--- src/rtl/pic_pkg.sv ---
package pic_pkg;
   localparam int PRIO_W    = 2;
   localparam int NUM_LVL   = 1 << PRIO_W;
   localparam int ID_W      = 6;
   localparam int MAX_LINES = 32;
   localparam int LINES_PER_WORD = 32 / PRIO_W;
   localparam logic [ID_W-1:0] NMI_ID = ID_W'(32);
   typedef logic [PRIO_W-1:0] prio_t;
   typedef logic [PRIO_W:0]   run_t;
endpackage

--- src/rtl/pic_pend_cell.sv ---
module pic_pend_cell (
   input  logic clk,
   input  logic rst_n,
   input  logic irq_i,
   input  logic pulse_i,
   input  logic clr_i,
   output logic pend_o
);
   logic prev_q;
   logic rise;

   assign rise = irq_i & ~prev_q;

   always_ff @(posedge clk) begin
      if (!rst_n) begin
         prev_q <= 1'b0;
         pend_o <= 1'b0;
      end else begin
         prev_q <= irq_i;
         if (pulse_i) pend_o <= (pend_o & ~clr_i) | rise;
         else         pend_o <= irq_i;
      end
   end

   AST_LEVEL_FOLLOWS: assert property (@(posedge clk) disable iff (!rst_n)
      !pulse_i |=> (pend_o == $past(irq_i)));
   AST_EDGE_STICKY: assert property (@(posedge clk) disable iff (!rst_n)
      (pulse_i && pend_o && !clr_i) |=> pend_o);
   AST_ACK_CLEARS: assert property (@(posedge clk) disable iff (!rst_n)
      (pulse_i && clr_i && !rise) |=> !pend_o);
endmodule

--- src/rtl/pic_cfg_regs.sv ---
module pic_cfg_regs
   import pic_pkg::*;
#(
   parameter int NUM_LINES = 32
) (
   input  logic                 clk,
   input  logic                 rst_n,
   input  logic                 we_i,
   input  logic [1:0]           addr_i,
   input  logic [31:0]          wdata_i,
   output logic [NUM_LINES-1:0] en_o,
   output logic [NUM_LINES-1:0] pulse_o,
   output prio_t [NUM_LINES-1:0] prio_o
);
   logic unused_wdata;
   assign unused_wdata = ^wdata_i;

   always_ff @(posedge clk) begin
      if (!rst_n) begin
         en_o    <= '0;
         pulse_o <= '0;
      end else if (we_i) begin
         if (addr_i == 2'd0) en_o    <= wdata_i[NUM_LINES-1:0];
         if (addr_i == 2'd1) pulse_o <= wdata_i[NUM_LINES-1:0];
      end
   end

   for (genvar i = 0; i < NUM_LINES; i++) begin : g_prio
      localparam int WORD  = i / LINES_PER_WORD;
      localparam int FIELD = i % LINES_PER_WORD;
      always_ff @(posedge clk) begin
         if (!rst_n) prio_o[i] <= '0;
         else if (we_i && addr_i == 2'(2 + WORD))
            prio_o[i] <= wdata_i[PRIO_W*FIELD +: PRIO_W];
      end
   end
endmodule

--- src/rtl/pic_nest.sv ---
module pic_nest
   import pic_pkg::*;
#(
   parameter int NUM_LINES = 32
) (
   input  logic            clk,
   input  logic            rst_n,
   input  logic            ack_valid_i,
   input  logic [ID_W-1:0] ack_id_i,
   input  prio_t           ack_prio_i,
   input  logic            eoi_i,
   output run_t            run_lvl_o,
   output logic            nmi_act_o
);
   localparam logic [ID_W-1:0] N_ID = ID_W'(NUM_LINES);

   logic [NUM_LVL-1:0] lvl_q, lvl_n;
   logic               nmi_n;
   logic               popped;

   always_comb begin
      lvl_n  = lvl_q;
      nmi_n  = nmi_act_o;
      popped = 1'b0;
      if (eoi_i) begin
         if (nmi_act_o) nmi_n = 1'b0;
         else begin
            for (int l = 0; l < NUM_LVL; l++) begin
               if (lvl_q[l] && !popped) begin
                  lvl_n[l] = 1'b0;
                  popped   = 1'b1;
               end
            end
         end
      end
      if (ack_valid_i) begin
         if (ack_id_i == NMI_ID)  nmi_n = 1'b1;
         else if (ack_id_i < N_ID) lvl_n[ack_prio_i] = 1'b1;
      end
   end

   always_ff @(posedge clk) begin
      if (!rst_n) begin
         lvl_q     <= '0;
         nmi_act_o <= 1'b0;
      end else begin
         lvl_q     <= lvl_n;
         nmi_act_o <= nmi_n;
      end
   end

   always_comb begin
      run_lvl_o = run_t'(NUM_LVL);
      for (int l = NUM_LVL - 1; l >= 0; l--)
         if (lvl_q[l]) run_lvl_o = run_t'(l);
   end

   AST_NEST_PUSH: assert property (@(posedge clk) disable iff (!rst_n)
      (ack_valid_i && ack_id_i < N_ID) |=> (run_lvl_o <= {1'b0, $past(ack_prio_i)}));
   AST_NMI_NEST: assert property (@(posedge clk) disable iff (!rst_n)
      (ack_valid_i && ack_id_i == NMI_ID) |=> nmi_act_o);
endmodule

--- src/rtl/pic_arbiter.sv ---
module pic_arbiter
   import pic_pkg::*;
#(
   parameter int NUM_LINES = 32
) (
   input  logic                  clk,
   input  logic                  rst_n,
   input  logic [NUM_LINES-1:0]  pend_i,
   input  logic [NUM_LINES-1:0]  en_i,
   input  prio_t [NUM_LINES-1:0] prio_i,
   input  logic                  nmi_pend_i,
   input  logic                  nmi_act_i,
   input  run_t                  run_lvl_i,
   output logic                  req_valid_o,
   output logic [ID_W-1:0]       req_id_o
);
   localparam logic [ID_W-1:0] N_ID = ID_W'(NUM_LINES);

   logic            best_v;
   logic [ID_W-1:0] best_id;
   prio_t           best_p;
   logic            win_v;
   logic [ID_W-1:0] win_id;

   always_comb begin
      best_v  = 1'b0;
      best_id = '0;
      best_p  = '1;
      for (int i = 0; i < NUM_LINES; i++) begin
         if (pend_i[i] && en_i[i] && (!best_v || prio_i[i] < best_p)) begin
            best_v  = 1'b1;
            best_id = ID_W'(i);
            best_p  = prio_i[i];
         end
      end
   end

   always_comb begin
      win_v  = 1'b0;
      win_id = '0;
      if (nmi_pend_i && !nmi_act_i) begin
         win_v  = 1'b1;
         win_id = NMI_ID;
      end else if (best_v && !nmi_act_i && ({1'b0, best_p} < run_lvl_i)) begin
         win_v  = 1'b1;
         win_id = best_id;
      end
   end

   always_ff @(posedge clk) begin
      if (!rst_n) begin
         req_valid_o <= 1'b0;
         req_id_o    <= '0;
      end else begin
         req_valid_o <= win_v;
         req_id_o    <= win_id;
      end
   end

   AST_NMI_FIRST: assert property (@(posedge clk) disable iff (!rst_n)
      (nmi_pend_i && !nmi_act_i) |=> (req_valid_o && req_id_o == NMI_ID));
   AST_ID_LEGAL: assert property (@(posedge clk) disable iff (!rst_n)
      req_valid_o |-> (req_id_o < N_ID || req_id_o == NMI_ID));
   AST_ENABLED_ONLY: assert property (@(posedge clk) disable iff (!rst_n)
      (req_valid_o && req_id_o < N_ID) |-> |($past(en_i) & (NUM_LINES'(1) << req_id_o)));
   AST_NO_ORD_IN_NMI: assert property (@(posedge clk) disable iff (!rst_n)
      (nmi_act_i && !nmi_pend_i) |=> !req_valid_o);
endmodule

--- src/rtl/prio_irq_ctrl.sv ---
module prio_irq_ctrl
   import pic_pkg::*;
#(
   parameter int NUM_LINES = 32
) (
   input  logic                 clk,
   input  logic                 rst_n,
   input  logic [NUM_LINES-1:0] irq_in,
   input  logic                 nmi_in,
   input  logic                 cfg_we,
   input  logic [1:0]           cfg_addr,
   input  logic [31:0]          cfg_wdata,
   input  logic                 ack_valid,
   input  logic [5:0]           ack_id,
   input  logic                 eoi,
   output logic                 req_valid,
   output logic [5:0]           req_id
);
   if (NUM_LINES < 1 || NUM_LINES > MAX_LINES) begin : g_bad_lines
      $error("prio_irq_ctrl: NUM_LINES must lie in 1..32");
   end

   logic [NUM_LINES-1:0]  en_vec, pulse_vec, pend_vec;
   prio_t [NUM_LINES-1:0] prio_vec;
   prio_t                 ack_prio;
   logic                  nmi_pend, nmi_act, nmi_clr;
   run_t                  run_lvl;

   pic_cfg_regs #(.NUM_LINES(NUM_LINES)) u_cfg (
      .clk(clk), .rst_n(rst_n), .we_i(cfg_we), .addr_i(cfg_addr),
      .wdata_i(cfg_wdata), .en_o(en_vec), .pulse_o(pulse_vec), .prio_o(prio_vec)
   );

   for (genvar i = 0; i < NUM_LINES; i++) begin : g_line
      logic clr;
      assign clr = ack_valid && (ack_id == ID_W'(i));
      pic_pend_cell u_cell (
         .clk(clk), .rst_n(rst_n), .irq_i(irq_in[i]), .pulse_i(pulse_vec[i]),
         .clr_i(clr), .pend_o(pend_vec[i])
      );
   end

   assign nmi_clr = ack_valid && (ack_id == NMI_ID);

   pic_pend_cell u_nmi_cell (
      .clk(clk), .rst_n(rst_n), .irq_i(nmi_in), .pulse_i(1'b1),
      .clr_i(nmi_clr), .pend_o(nmi_pend)
   );

   always_comb begin
      ack_prio = '0;
      for (int i = 0; i < NUM_LINES; i++)
         if (ack_id == ID_W'(i)) ack_prio = prio_vec[i];
   end

   pic_nest #(.NUM_LINES(NUM_LINES)) u_nest (
      .clk(clk), .rst_n(rst_n), .ack_valid_i(ack_valid), .ack_id_i(ack_id),
      .ack_prio_i(ack_prio), .eoi_i(eoi), .run_lvl_o(run_lvl), .nmi_act_o(nmi_act)
   );

   pic_arbiter #(.NUM_LINES(NUM_LINES)) u_arb (
      .clk(clk), .rst_n(rst_n), .pend_i(pend_vec), .en_i(en_vec), .prio_i(prio_vec),
      .nmi_pend_i(nmi_pend), .nmi_act_i(nmi_act), .run_lvl_i(run_lvl),
      .req_valid_o(req_valid), .req_id_o(req_id)
   );
endmodule

--- config.mk ---
export PLATFORM = sky130hd
export DESIGN_NAME = prio_irq_ctrl
export DESIGN_NICKNAME = d
export VERILOG_FILES = /design/src/rtl/pic_pkg.sv /design/src/rtl/pic_pend_cell.sv /design/src/rtl/pic_cfg_regs.sv /design/src/rtl/pic_nest.sv /design/src/rtl/pic_arbiter.sv /design/src/rtl/prio_irq_ctrl.sv
export SDC_FILE = /design/constraint.sdc
export NUM_CORES = 1
export LEC_CHECK = 0
export ABC_AREA = 1
export CORE_ASPECT_RATIO = 0.6
export CORE_UTILIZATION = 40
export DETAILED_ROUTE_END_ITERATION = 16
export DONT_BUFFER_PORTS = 1
export RECOVER_POWER = 100
export SYNTH_ARGS = -nofsm -noshare
export SYNTH_HDL_FRONTEND = slang
export SYNTH_SLANG_ARGS = --single-unit
--- constraint.sdc ---
create_clock -name clk -period 15 [get_ports clk]
set_input_delay 0 -clock clk [delete_from_list [all_inputs] [get_ports clk]]
set_output_delay 0 -clock clk [all_outputs]
set_load 0.01 [all_outputs]
==> impl_metrics.tcl <==
set metrics [dict create \
    status "finished, violations left" \
    failed_checks "capacitance limit, slew limit, setup timing" \
    pwr-share-clk_pct 36.8 \
    max_freq_mhz 61.8 \
    cts_sinks 206 \
    critPathKind "register to register" \
    nets 1985 \
    layout_common_cells "nand2_1 (309), inv_1 (237), nor2_1 (235)" \
    start_kind "register" \
    hold_end "u_cfg.en_o[0]" \
    p_sw_share_pct 30.7 \
    syn_nets 1774 \
    drt-total-wl_um 41100 \
    leakage_uw 0.00685 \
    final_layout_size_suffix_gt1_share_pct 18.5 \
    utilization_pct 55.0 \
    cp.required_ns 15.41 \
    clock_skew_ns 0.0226 \
    post-place-ws_ns -0.567 \
    die_h_um 129 \
    final_max_slew_viol_count 221 \
    drc 0 \
    power.density_nw_per_um2 104 \
    coreArea_um2 25800 \
    final_common_cell "nand2_1" \
    fin_crit_sh_pct 108 \
    ir_worst_vdd_v 0.0000709 \
    intPower_uw 1020 \
    cp_max_fo 5 \
    regToRegSetupSlack_ns -1.17 \
    rsz0062_at_grt "true" \
    grt_use_total_pct 28.9 \
    antenna_found_initial 2 \
    tightestPinTransition_ns 5.78 \
    regArea_um2 4140 \
    min_from "cfg_we" \
    synth_warnings 0 \
    syn_inst 1694 \
    vias_per_cell 5.27 \
    grt.overflow.total 0 \
    clock-root-buffer "clkbuf_16" \
    insertion_delay_ns 0.54 \
    r2r_cells 181 \
    p_switching_uw 451 \
    ioPinCount 85 \
    grt_pass1_vias 10547 \
    finalPower_uw 1470 \
    port_buffers 0 \
    rows 45 \
    worst_slack_ns -1.17 \
    clock_path_buffers 3 \
    multi_input_area_um2 5920 \
    first_iter_violations 1300 \
    drv_cap 3 \
    final_hold_viol_count 0 \
    postSynthAreaPerCell_um2 6.33 \
    r2r_start "u_cfg.prio_o[1]" \
    hold_path_class "input pin to register" \
    ys_ff_latch 206 \
    dp.final_hpwl_um 27800 \
    gp_congestion 1.04 \
    fin_crit_ns 16.17 \
    drt_first_pass_iters 6 \
    cts_buffers 22 \
    worstPathArrival_ns 16.58 \
    grt_max_degree 154 \
    ant_nets 0 \
    die_w_um 213 \
    mappedNetlistArea_um2 10700 \
    p_comb_share_pct 22.6 \
    cp_common_cell "nand2_2" \
    htree_levels 1 \
    vias 11985 \
    yosysSeqAreaShare_pct 38.5 \
    cp_num_buf_inv 26 \
    worst_setup_path_end_kind "register" \
    fillers 2518 \
    cpLargestDelayFamily "simple AND/OR/NAND/NOR gates" \
    slew_headroom_pct -285 \
    dieArea_um2 27500 \
    cts_tree "done" \
    clkTransAtPathRegs_ns 0.07 \
    area_growth_pct 32.3 \
    crit_path_max_incr_delay_ns 0.36 \
    initial_core_util_pct 41.6 \
    r2r_end "u_arb.req_id_o[2]" \
    grt_pass1_wl_um 60400 \
    wire_per_inst_um 18.1 \
    setup_violations 6 \
    worstHoldPathCells 4 \
    crit_slowest_cell "dfxtp_4" \
    ys_types 34 \
    power_frac_seq_pct 40.7 \
]
==> power by group through the flow <==
stage	Clock, µW	Sequential, µW	Combinational [µW]
after global placement	0	609	223
after detailed placement	0	609	225
after global routing	570	601	365
after CTS	543	597	285
after floorplan	0	603	173
final	541	598	332
==> worst reg2reg max path: cells and delay by family, from the launching register on <==
family	cells	cell delay [ns]
and+or+nand+nor	152	12.11
buffers and inverters	26	3.11
AOI/OAI and AO/OA	3	0.44
DFF	1	0.36
==> metrics by stage <==
step	TNS [ns]	hold WS, ns	std cells	area [µm²]
detailed placement	-3.27	0.128	2027	11200
floorplan	0	0.116	1694	10700
global route	-14.63	0.0212	2271	14200
CTS	-0.875	0.000382	2234	13600
global placement	-0.534	0.125	2027	11200
finish	-6.61	0.0264	2273	14200
==> Yosys cell counts <==
library cell / instances / area, µm²
buf_1: 3 / 11.3
o21ai_0: 172 / 861
a211oi_1: 2 / 15.0
buf_2: 1 / 5.00
ha_1: 2 / 25.0
nor2_1: 250 / 938
nor4_1: 5 / 31.3
a31oi_1: 1 / 6.26
or4_1: 1 / 7.51
a41o_1: 10 / 100
nand3_2: 2 / 20.0
o2111ai_1: 3 / 26.3
o22ai_1: 5 / 31.3
nand2_4: 5 / 56.3
nand2_2: 59 / 369
o211ai_1: 23 / 173
o221ai_1: 2 / 17.5
nand3_1: 137 / 686
o21a_1: 1 / 7.51
a22oi_1: 3 / 22.5
nand4_1: 8 / 50.1
clkbuf_1: 47 / 176
nand4_2: 1 / 12.5
o21a_2: 1 / 8.76
a21boi_0: 1 / 7.51
nor3_1: 7 / 35.0
clkinv_1: 2 / 7.51
nand2_1: 393 / 1480
o21ai_1: 1 / 5.00
a21oi_1: 96 / 480
dfxtp_1: 206 / 4120
and2_2: 1 / 7.51
inv_1: 242 / 908
o31ai_1: 1 / 7.51
==> metal layers <==
| layer | wire length, µm | global-route usage, % | vias up |
|---|---|---|---|
| met3 | 4780 | 8.27 | 74 |
| met4 | 943 | 6.64 | 2 |
| li1 | - | - | 5839 |
| met2 | 15700 | 38.5 | 607 |
| met1 | 19600 | 44.5 | 5463 |
| met5 | 13 | 0 | - |
==> cells by family after synthesis <==
logic type | share of synthesized area, %
AO/OA/AOI/OAI | 16.5
adder cells (fa/ha/maj) | 0.233
buffers and inverters | 10.3
flip-flops | 38.5
AND/OR/NAND/NOR | 34.4
==> sequential cells by signal (all words and copies together), names as in the netlist <==
name                  count
g_line.u_cell.prev_q     32
u_arb.req_valid_o         1
u_nest.lvl_q              4
u_cfg.pulse_o            32
u_nest.nmi_act_o          1
u_arb.req_id_o            6
u_nmi_cell.pend_o         1
u_cfg.prio_o             64
u_nmi_cell.prev_q         1
g_line.u_cell.pend_o     32
u_cfg.en_o               32
==> final cells by class <==
cell class | count | share of cell area [%]
Clock buffer | 31 | 4.33
Timing Repair Buffer | 238 | 14.5
Clock inverter | 7 | 0.583
Sequential cell | 206 | 29.2
Multi-Input combinational cell | 1193 | 41.8
Inverter | 244 | 6.46
Antenna cell | 2 | 0.0353
Tap cell | 352 | 3.11
==> how the worst max path moves through the flow <==
stage | slack, ns | depth (start not counted) | to | start
final | -1.17 | 181 | u_arb.req_id_o[2] | u_cfg.prio_o[1]
after global routing | -2.47 | 191 | u_arb.req_id_o[2] | u_cfg.prio_o[1]
after CTS | -0.17 | 188 | u_arb.req_id_o[4] | g_line[1].u_cell.pend_o
after detailed placement | -0.57 | 190 | u_arb.req_id_o[4] | u_cfg.en_o[0]
after global placement | -0.10 | 186 | u_arb.req_id_o[4] | u_cfg.en_o[0]
after floorplan | 1.43 | 190 | u_arb.req_id_o[4] | g_line[0].u_cell.pend_o
==> repair_timing <==
item | in CTS | in global routing
resized for setup | 45 | 111
setup endpoints to repair | 6 | 6
cloned | 0 | 0
hold buffers | 105 | 0
pin swaps | 42 | 70
setup buffers | 64 | 37
hold endpoints to repair | 201 | 0
Power figures use the tool's default switching activity.
